<file path="config.mk">
export PLATFORM = sky130hd
export DESIGN_NAME = bank_row_tracker
export DESIGN_NICKNAME = d
export VERILOG_FILES = /design/src/rtl/brt_pkg.sv /design/src/rtl/brt_query.sv /design/src/rtl/brt_legal.sv /design/src/rtl/bank_row_tracker.sv
export SDC_FILE = /design/constraint.sdc
export NUM_CORES = 1
export LEC_CHECK = 0
export BUFFER_PORTS_ARGS = -buffer_cell sky130_fd_sc_hd__buf_2
export CAP_MARGIN = 20
export CORE_MARGIN = 4
export CORE_UTILIZATION = 55
export CTS_BUF_LIST = sky130_fd_sc_hd__clkbuf_4
export DETAILED_ROUTE_END_ITERATION = 16
export PLACE_DENSITY = 0.72
export REMOVE_ABC_BUFFERS = 1
export SYNTH_ARGS = -nofsm -noshare
export SYNTH_HDL_FRONTEND = slang
export SYNTH_SLANG_ARGS = --single-unit
</file>
<file path="constraint.sdc">
create_clock -name clk -period 2.4 [get_ports clk]
set_input_delay 0.12 -clock clk [delete_from_list [all_inputs] [get_ports clk]]
set_output_delay 0.12 -clock clk [all_outputs]
set_load 0.01 [all_outputs]
</file>
<file path="src/rtl/brt_pkg.sv">
package brt_pkg;

    typedef enum logic [1:0] {
        OP_ACT = 2'b00,
        OP_PRE = 2'b01,
        OP_RD  = 2'b10,
        OP_WR  = 2'b11
    } brt_op_e;

    // Limit on simultaneously open banks for the eight-bank organisation
    localparam int BRT_WIDE_CAP = 4;

endpackage

</file>
<file path="src/rtl/brt_query.sv">
// Combinational row-hit / row-miss / idle lookup on the stored bank state
module brt_query #(
    parameter int NB    = 8,
    parameter int ROW_W = 14,
    localparam int BW   = $clog2(NB)
) (
    input  logic [NB-1:0]            open_vec,
    input  logic [NB-1:0][ROW_W-1:0] rows,
    input  logic [BW-1:0]            q_bank,
    input  logic [ROW_W-1:0]         q_row,
    output logic                     q_hit,
    output logic                     q_miss,
    output logic                     q_idle
);

    logic row_eq;

    always_comb begin
        row_eq = (rows[q_bank] == q_row);
        q_hit  = open_vec[q_bank] &&  row_eq;
        q_miss = open_vec[q_bank] && !row_eq;
        q_idle = !open_vec[q_bank];
    end

endmodule

</file>
<file path="src/rtl/brt_legal.sv">
// Decodes one command against the stored state into an update request or an error
module brt_legal
    import brt_pkg::*;
#(
    parameter int NB    = 8,
    parameter int ROW_W = 14,
    parameter int CAP   = 4,
    localparam int BW   = $clog2(NB),
    localparam int CW   = $clog2(NB + 1)
) (
    input  logic                     cmd_valid,
    input  logic [1:0]               cmd_op,
    input  logic                     cmd_all,
    input  logic [BW-1:0]            cmd_bank,
    input  logic [ROW_W-1:0]         cmd_row,
    input  logic [NB-1:0]            open_vec,
    input  logic [NB-1:0][ROW_W-1:0] rows,
    input  logic [CW-1:0]            open_cnt,
    output logic                     illegal,
    output logic                     open_en,
    output logic                     close_en,
    output logic                     close_all
);

    localparam logic [CW-1:0] CAP_V = CW'(CAP);

    logic bank_open;
    logic limit_hit;

    always_comb begin
        bank_open = open_vec[cmd_bank];
        limit_hit = (open_cnt >= CAP_V);
        illegal   = 1'b0;
        open_en   = 1'b0;
        close_en  = 1'b0;
        close_all = 1'b0;
        if (cmd_valid) begin
            unique case (brt_op_e'(cmd_op))
                OP_ACT: begin
                    if (bank_open || limit_hit) illegal = 1'b1;
                    else                        open_en = 1'b1;
                end
                OP_PRE: begin
                    if (cmd_all)        close_all = 1'b1;
                    else if (bank_open) close_en  = 1'b1;
                end
                OP_RD, OP_WR: begin
                    illegal = !bank_open || (rows[cmd_bank] != cmd_row);
                end
                default: illegal = 1'b0;
            endcase
        end
    end

endmodule

</file>
<file path="src/rtl/bank_row_tracker.sv">
// Per-bank open-row tracker: state registers, update logic and query port
module bank_row_tracker
    import brt_pkg::*;
#(
    parameter int NUM_BANKS = 8,
    parameter int ROW_W     = 14,
    localparam int BANK_W   = $clog2(NUM_BANKS),
    localparam int CNT_W    = $clog2(NUM_BANKS + 1),
    localparam int OPEN_CAP = (NUM_BANKS > 4) ? BRT_WIDE_CAP : NUM_BANKS
) (
    input  logic              clk,
    input  logic              rst_n,
    input  logic              cmd_valid,
    input  logic [1:0]        cmd_op,
    input  logic              cmd_all,
    input  logic [BANK_W-1:0] cmd_bank,
    input  logic [ROW_W-1:0]  cmd_row,
    input  logic [BANK_W-1:0] q_bank,
    input  logic [ROW_W-1:0]  q_row,
    output logic              q_hit,
    output logic              q_miss,
    output logic              q_idle,
    output logic              err
);

    typedef struct packed {
        logic [NUM_BANKS-1:0]            open;
        logic [NUM_BANKS-1:0][ROW_W-1:0] rows;
        logic [CNT_W-1:0]                cnt;
        logic                            err;
    } trk_state_t;

    trk_state_t st_d, st_q;

    logic [NUM_BANKS-1:0]            open_q;
    logic [NUM_BANKS-1:0][ROW_W-1:0] rows_q;
    logic [CNT_W-1:0]                cnt_q;

    logic illegal, open_en, close_en, close_all;

    assign open_q = st_q.open;
    assign rows_q = st_q.rows;
    assign cnt_q  = st_q.cnt;
    assign err    = st_q.err;

    brt_legal #(
        .NB    (NUM_BANKS),
        .ROW_W (ROW_W),
        .CAP   (OPEN_CAP)
    ) u_legal (
        .cmd_valid (cmd_valid),
        .cmd_op    (cmd_op),
        .cmd_all   (cmd_all),
        .cmd_bank  (cmd_bank),
        .cmd_row   (cmd_row),
        .open_vec  (open_q),
        .rows      (rows_q),
        .open_cnt  (cnt_q),
        .illegal   (illegal),
        .open_en   (open_en),
        .close_en  (close_en),
        .close_all (close_all)
    );

    brt_query #(
        .NB    (NUM_BANKS),
        .ROW_W (ROW_W)
    ) u_query (
        .open_vec (open_q),
        .rows     (rows_q),
        .q_bank   (q_bank),
        .q_row    (q_row),
        .q_hit    (q_hit),
        .q_miss   (q_miss),
        .q_idle   (q_idle)
    );

    always_comb begin
        st_d     = st_q;
        st_d.err = illegal;
        if (close_all) begin
            st_d.open = '0;
            st_d.cnt  = '0;
        end else if (close_en) begin
            st_d.open[cmd_bank] = 1'b0;
            st_d.cnt            = st_q.cnt - 1'b1;
        end else if (open_en) begin
            st_d.open[cmd_bank] = 1'b1;
            st_d.rows[cmd_bank] = cmd_row;
            st_d.cnt            = st_q.cnt + 1'b1;
        end
    end

    always_ff @(posedge clk) begin
        if (!rst_n) st_q <= '0;
        else        st_q <= st_d;
    end

endmodule

</file>
After elaboration in Yosys (flattened, before gate mapping)
Cells that the tools add are included. W data, S select, Z words.

$add $sub $neg: 2. Order comparisons: 4. Eq/ne operators: 5. Muxes and demuxes: 28. Bitwise gates (word level): 6. Reduce and logical (&&, ||, !) cells: 14.

Operators by type and width (number): $mux W124 (1); $bwmux W112 (1); $bmux W14 S3 (2); $demux W14 S3 (1); $mux W14 (3); $eq A14 B14 Y1 (1); $mux W1 (14); $ne A14 B14 Y1 (1); $and A8 B8 Y8 (1); $lt A3 B4 Y1 const B (2); $mux W8 (1); $not A8 Y8 (1); $or A8 B8 Y8 (1); $bmux W1 S3 (2); $add A4 B1 Y4 const B (1); $eq A2 B2 Y1 const B (2); $ge A4 B3 Y1 const B (1); $mux W4 (1); $reduce_or A2 Y1 (2); $sub A4 B1 Y4 const B (1); $demux W1 S3 (1); $ge A3 B1 Y1 const B (1); $logic_and A1 B1 Y1 (3); $logic_not A1 Y1 (3); 8 further kinds (11).

Bits in registers: 125. Bits of input ports: 40.

Longest topological paths before layout
Gate-level depths: netlist (run 1).

Depth after elaboration: 8. Depth in mapped cells: 10.

Hierarchy
Synthesis (run 1) repeated with hierarchy kept, for this count alone.

Cell total of the unflattened synthesis: 816. Area, all modules: 7537.2 um^2.

By module, submodules not included: bank_row_tracker (times used 1, cells each 595, area each 5186.2 um^2, sequential area each 2502.4 um^2); brt_legal (times used 1, cells each 117, area each 1239.9 um^2, sequential area each 0.0 um^2); brt_query (times used 1, cells each 104, area each 1111.1 um^2, sequential area each 0.0 um^2).

Least setup slack after synthesis (run 1)
No wires, ideal clock.

Kind: reg2reg. Start point: register st_q (netlist bit open_q[0]). End point: register st_q (netlist bit open_q[5]). Library setup time: 0.128 ns. Arrival time: 1.734 ns. Required time: 2.272 ns. Slack: 0.538 ns. Stages on the path, launching flop included: 10. Buffers on the path: 3. Clock period less this slack: 1.862 ns. Cell sequence: dfxtp_1 -> or3b_1 -> a21oi_2 -> nor4_2 -> buf_4 -> and3_1 -> buf_2 -> buf_4 -> o22ai_1 -> nor2_1.

Cells in the longest elaborated chain, start to end: 7.

RTL lines: start, declared (RTL line bank_row_tracker.sv:33) `trk_state_t st_d, st_q;`; start signal, assigned (RTL line bank_row_tracker.sv:96) `else st_q <= st_d;`; $bmux W1 S3 (*) (RTL line brt_legal.sv:31) `bank_open = open_vec[cmd_bank];`; $mux W1 (not written as such) (*) (RTL line brt_legal.sv:31); $mux W1 or $logic_or A1 B1 Y1 (tied branches) (RTL line brt_legal.sv:45, brt_legal.sv:40); $mux W1 (on tied branches) (RTL line brt_legal.sv:44, brt_legal.sv:40); $mux W1 (RTL line brt_legal.sv:38) `unique case (brt_op_e'(cmd_op))`; $mux W1 (RTL line brt_legal.sv:37) `if (cmd_valid) begin`; $mux W8 or $reduce_bool A2 Y1 (tied branches).

Every way passes the cells marked *; elsewhere a longest branch is shown, timed or not. The select of a mux whose other input is x is not followed. A chain may end at the register's enable or synchronous reset.

==> results of run 1 <==
[what timing repair did]
action	4_1_cts	5_1_grt
gates resized for setup	12	10
buffers inserted	3	1
pin swaps	3	3
endpoints found under the hold margin	114	0
endpoints found under the setup margin	2	2
hold buffers	16	0
[layout by cell type, fill, tap and decap left out, types with 4 or more instances in the layout]
| master | instances |
|---|---|
| a211oi_1 | 5 |
| a21boi_1 | 98 |
| a21oi_1 | 5 |
| a221oi_1 | 4 |
| a22o_1 | 7 |
| a22oi_1 | 5 |
| and3_1 | 7 |
| buf_12 | 6 |
| buf_2 | 43 |
| buf_4 | 43 |
| clkbuf_4 | 19 |
| clkinv_2 | 4 |
| dfxtp_1 | 111 |
| dfxtp_2 | 14 |
| dlygate4sd3_1 | 16 |
| inv_1 | 4 |
| mux2_2 | 4 |
| mux2i_1 | 73 |
| mux4_2 | 29 |
| nand2_1 | 209 |
| nand3_2 | 5 |
| nand4_1 | 5 |
| nor2_1 | 20 |
| nor2b_1 | 22 |
| o22ai_1 | 10 |
| o32ai_1 | 5 |
| xnor2_1 | 16 |
| xor2_1 | 8 |
[worst max-delay path, cell delays in order, from the launching register on]
cell and delay (ns):
dfxtp_2 0.35, mux4_2 0.47, mux2i_2 0.19, xnor2_1 0.08, nor2_1 0.19, and4_4 0.29, and4b_1 0.18, buf_2 0.13
[power breakdown]
| part | leakage [nW] | internal [W] | total, W | switching [W] |
|---|---|---|---|---|
| logic | 1.94 | 0.000231 | 0.000524 | 0.000294 |
| registers | 1.02 | 0.00209 | 0.00211 | 0.0000150 |
| clock network | 0.153 | 0.000730 | 0.00155 | 0.000822 |
| total | 3.11 | 0.00305 | 0.00418 | 0.00113 |
[area by class of cell]
type,count,area [sq um]
fillers,1088,4540
multi-input cells,595,4310
flip-flops and latches,125,2520
repair buffers,108,818
well taps,172,215
clock inverters,13,149
clock buffers,19,143
inverters,5,18.8
[final timing paths]
| path | to | slack, ns | cells past startpoint |
|---|---|---|---|
| setup / recovery | q_hit | -0.16 | 7 |
| hold / removal | err$_SDFF_PN0_ | 0.06 | 3 |
| setup reg to reg | err$_SDFF_PN0_ | 0.32 | 6 |
| hold reg to reg | flop | 0.47 | 2 |
[per-layer routing]
layer  global-route usage  wire, microns  vias up
met3               0.0885           2060       54
met5                    0              0        -
met2                0.473          10300      361
li1                     -              -     2916
met4                0.121            633        0
met1                0.385           8720     3080
[stage by stage]
stage          instance area (sq um)  TNS (ns)  hold WS (ns)   util  cells
2_1_floorplan                   6800     -8.42         0.248      -    725
3_3_place_gp                    7640   -0.0815         0.449  0.601    985
3_5_place_dp                    7640   -0.0896         0.460  0.601    985
4_1_cts                         8150    -0.277       0.00578  0.640   1036
5_1_grt                         8180    -0.414        0.0126  0.643   1037
6_report                        8180    -0.233        0.0555  0.643   1037
[cells by family (layout without fill, tap and decap cells)]
kind of cell | count (synthesis) | in the layout | share of synthesized area
adders and majority gates | 2 | 2 | 0.00347
AOI/OAI and AO/OA | 160 | 160 | 0.167
muxes | 109 | 109 | 0.202
buffers and inverters | 77 | 145 | 0.0605
DFF | 125 | 125 | 0.347
xor gates and xnor gates | 24 | 24 | 0.0291
and+or+nand+nor | 300 | 300 | 0.191
==> results by group, run 1 <==
Status
  – Status: finished, violations left
  – Failing checks: negative setup slack

Synth
  – Synth warn: 0
  – Yosys reg bits: 125
  – Synth area leader: dfxtp_1
  – Mapped Area: 7220 sq um
  – Seq/Total Area, Yosys: 0.347
  – Synth cell types: 60
  – Top cells by count, synth: 209 x nand2_1, 125 x dfxtp_1, 98 x a21boi_1
  – EDFF count, synth: 0
  – Synth area leaders: dfxtp_1 35%, nand2_1 11%, mux2i_1 10%
  – Gate Count Post-Synth: 797
  – Synth async-reset ratio: 0
  – Top-count cell post-synth: nand2_1
  – Post-synth top flop: dfxtp_1
  – Post-synth top area share: 0.347
  – Syn avg cell area: 9.06 sq um

Setup path
  – Critical path capture point type: output pin
  – Worst path arrival time: 2.44 ns
  – Required time of the critical path: 2.28 ns
  – Worst R2R Start: open_q[0]$_SDFFE_PP0P_
  – Critical Path Start Type: flop
  – Critical setup path kind: flop to output pin
  – CP max FO: 3

Global routing
  – First-pass GRT wire length: 33900 microns
  – Vias in the first global route: 6283
  – Largest net degree at the start of global routing: 115
  – GRT overflow: 0
  – Initial antenna violation count: 0
  – Total track usage: 0.299

Timing
  – Worst-margin pin slew: 0.866 ns
  – Fin. max-slew vios: 0
  – PnR worst setup slack: -0.156 ns
  – Slew Limit Headroom: 0.421
  – Skew final: 0.0134 ns
  – RSZ-0062 raised after global routing: yes
  – Final Cycle Share: 1.06
  – Final hold violation count: 0
  – Final worst path period need: 2.56 ns
  – Final setup violation count: 2
  – Max Freq: 0.391 GHz

Place
  – HPWL after DPL: 14800 microns
  – Dpl ws: -0.0773 ns
  – Buffers on Ports: 43
  – Placer Congestion: 0.921

Die
  – Die Y: 123 microns
  – I/O pin total: 44
  – Rows: 41
  – DIE AREA: 15000 sq um
  – Core box area: 12700 sq um
  – Starting Density: 0.567
  – DIE WIDTH: 123 microns

Detailed routing
  – Via count: 6411
  – Routed Wire Length: 21700 microns
  – Wire per inst: 20.9 microns
  – Post-route ant nets: 0
  – Vias per std cell: 6.18
  – First DRT Iteration DRCs: 715
  – DRT Pass-1 Iters: 6
  – DRC errors left: 0

Pwr
  – Pwr/cell area: 511 nW/um^2
  – Worst-case vdd ir drop: 425 uV
  – Total power after layout: 0.00418 W
  – Leak: 3.11 nW

Layout
  – Fin nets: 894
  – Syn-to-layout area delta: 13.3%
  – # diodes: 0
  – Fraction of layout cells with a size suffix above 1: 0.221

Worst hold path
  – Hold_sp: cmd_op[1]
  – Hold WC Path Type: input port to flop

Clock network
  – Clk slew on worst S/H paths: 0.10 ns
  – Root Buffer: clkbuf_4
  – Sink Count: 125
  – Number of buffers created by CTS: 17
  – Clk buf depth: 2
  – CTS tree: yes
  – Clk_lat worst skew: 0.57 ns
  – H-Tree Depth: 4

Job
  – Max_cap viols: 0
Note: power is estimated with default switching activity, not from simulation.
==> run 2: changes to the inputs <==
Settings changed: CTS_BUF_LIST sky130_fd_sc_hd__clkbuf_4 to sky130_fd_sc_hd__clkbuf_16.
==> run 2 against run 1 <==
  * The run still ends with negative setup slack left
  * Worst hold slack worse by 0.026 ns
  * Power is 24% higher
  * Clock-buffer cell count is 2 lower
  * Largest power group is now clock
  * Highest routed layer unchanged
  * Maximum frequency is 5.7% higher
==> results by group, run 2 (synthesized netlist as in run 1, its figures left out) <==
Status
  – Status: finished, violations left
  – Failing checks: negative setup slack

Global routing
  – Initial antenna violation count: 0 (unchanged)
  – Largest net degree at the start of global routing: 115 (unchanged)
  – Vias in the first global route: 6238 (-0.72%)
  – Total track usage: 0.300 (+0.00118)
  – First-pass GRT wire length: 34200 microns (+0.87%)
  – GRT overflow: 0 (unchanged)

Detailed routing
  – Wire per inst: 21.5 microns (+2.9%)
  – Via count: 6367 (-0.69%)
  – First DRT Iteration DRCs: 771 (+7.8%)
  – DRC errors left: 0 (unchanged)
  – Post-route ant nets: 0 (unchanged)
  – DRT Pass-1 Iters: 6 (unchanged)
  – Vias per std cell: 6.26 (+1.3%)
  – Routed Wire Length: 21900 microns (+0.93%)

Setup path
  – Worst R2R End: err$_SDFF_PN0_
  – CP max FO: 3 (unchanged)
  – Worst R2R Start: open_q[0]$_SDFFE_PP0P_
  – Buf/Inv on CP: 1 (unchanged)
  – Critical setup path kind: flop to output pin
  – CP top delay family: simple AND/OR/NAND/NOR gates
  – Worst path cell trace: mux4_2, mux2i_2, xnor2_1, nor2_1, and4_4, and4b_1, buf_2
  – Critical Path Start Type: flop
  – Reg2Reg Depth: 6 (unchanged)
  – Critical path capture point type: output pin
  – Worst path arrival time: 2.30 ns (-0.14 ns)
  – R2R Setup Slk: 0.32 ns (about the same)
  – CP max stage delay: 0.47 ns (about the same)
  – Required time of the critical path: 2.28 ns (about the same)
  – Slowest cell on crit path: mux4_2

Layout
  – Final Instance Count excl. Fillers: 1017 (-1.9%)
  – Fillcell total: 1051 (-3.4%)
  – Fin nets: 874 (-2.2%)
  – Commonest non-fill, non-tap cell in the layout: nand2_1
  – Most frequent cells in the layout: 209 x nand2_1, 115 x dfxtp_1, 98 x a21boi_1
  – # diodes: 0 (unchanged)
  – Final Instance Area: 8310 sq um (+1.6%)
  – Sequential standard cell area: 2510 sq um (-0.20%)
  – Multi-input logic area: 4350 sq um (+0.87%)
  – Syn-to-layout area delta: 15.1%
  – Fraction of layout cells with a size suffix above 1: 0.218 (-0.00306)

Pwr
  – Leak: 3.16 nW (+1.6%)
  – Pwr/cell area: 624 nW/um^2 (+22%)
  – Total power after layout: 0.00519 W (+24%)
  – Worst-case vdd ir drop: 613 uV (+44%)

Clock network
  – CTS tree: yes
  – Clk_lat worst skew: 0.42 ns (-0.15 ns)
  – Clk slew on worst S/H paths: 0.06 ns (-0.04 ns)
  – Cts hold-fix bufs: 0 (-16)
  – Number of buffers created by CTS: 17 (unchanged)
  – Clk buf depth: 2 (unchanged)
  – Setup bufs post-CTS: 0 (-3)
  – Sink Count: 125 (unchanged)
  – H-Tree Depth: 4 (unchanged)
  – Root Buffer: clkbuf_16

Die
  – Die Y: 123 microns (unchanged)
  – I/O pin total: 44 (unchanged)
  – Core box area: 12700 sq um (unchanged)
  – Rows: 41 (unchanged)
  – Starting Density: 0.567 (unchanged)
  – DIE AREA: 15000 sq um (unchanged)
  – DIE WIDTH: 123 microns (unchanged)

Place
  – Cell Count Post-Placement: 985 (unchanged)
  – Buffers on Ports: 43 (unchanged)
  – Placer Congestion: 0.921 (unchanged)
  – DP Area: 7640 sq um (unchanged)
  – Dpl ws: -0.0773 ns (unchanged)
  – HPWL after DPL: 14800 microns (unchanged)

Worst hold path
  – Hold_sp: cmd_row[6]
  – Hold WC Path Type: input port to flop
  – WHS Path Cells: 3 (unchanged)

Timing
  – Final hold violation count: 0 (unchanged)
  – Final worst path period need: 2.42 ns (-0.137 ns)
  – Final setup violation count: 1 (-1)
  – Final Cycle Share: 1.01 (-0.0570)
  – Max Freq: 0.413 GHz (+5.7%)
  – RSZ-0062 raised after global routing: yes
  – Fin. max-slew vios: 0 (unchanged)
  – PnR worst setup slack: -0.0188 ns (+0.137 ns)
  – Total negative slack: -0.0188 ns (+0.214 ns)
  – Slew Limit Headroom: 0.619 (+0.198)
  – Skew final: 0.00795 ns (-0.00542 ns)
  – Worst-margin pin slew: 0.571 ns (-0.294 ns)

Job
  – Max_cap viols: 0 (unchanged)
run 2: stage by stage:
| stage | util | hold WS, ns |
|---|---|---|
| global placement | 0.601 | 0.449 |
| global route | 0.653 | 0.0308 |
| detailed placement | 0.601 | 0.460 |
| CTS | 0.650 | 0.0211 |
| finish | 0.653 | 0.0297 |
| floorplan | - | 0.248 |
run 2: power breakdown:
group / switching, W / total [W] / internal, W
Clock: 0.000957 / 0.00256 / 0.00161
Sequential: 0.0000152 / 0.00211 / 0.00209
Combinational: 0.000298 / 0.000514 / 0.000216
run 2: timing repair:
| action | in CTS | in global routing |
|---|---|---|
| pin swaps | 1 | 6 |
| endpoints found under the setup margin | 2 | 2 |
| gates resized for setup | 8 | 15 |
run 2: worst max path at each step:
| stage | endpoint | slack [ns] | cells past startpoint |
|---|---|---|---|
| after floorplan | flop | -0.26 | 6 |
| after global routing | q_hit | -0.06 | 7 |
| after global placement | err$_SDFF_PN0_ | -0.05 | 8 |
| after CTS | q_hit | -0.01 | 6 |
| after detailed placement | q_hit | -0.08 | 8 |
| final | q_hit | -0.02 | 7 |
run 2: worst register-to-register path, stage by stage, from the launching register on:
cell and delay, ns:
dfxtp_1 0.34, or3b_1 0.36, a21oi_2 0.21, nor3_1 0.13
a2111oi_1 0.35, nand4_1 0.23, o31a_1 0.34
run 2: cell type report:
class / count / share of cell area
well taps: 172 / 0.0259
clock buffers: 17 / 0.0512
inverters: 5 / 0.00226
multi-input cells: 595 / 0.524
repair buffers: 88 / 0.0756
flip-flops and latches: 125 / 0.303
clock inverters: 15 / 0.0188
run 2: routing by layer:
layer / wire, microns / up-vias / track usage
li1: - / 2872 / -
met3: 1750 / 42 / 0.0668
met5: 0 / - / 0
met2: 10500 / 360 / 0.486
met1: 9170 / 3093 / 0.397
met4: 485 / 0 / 0.107
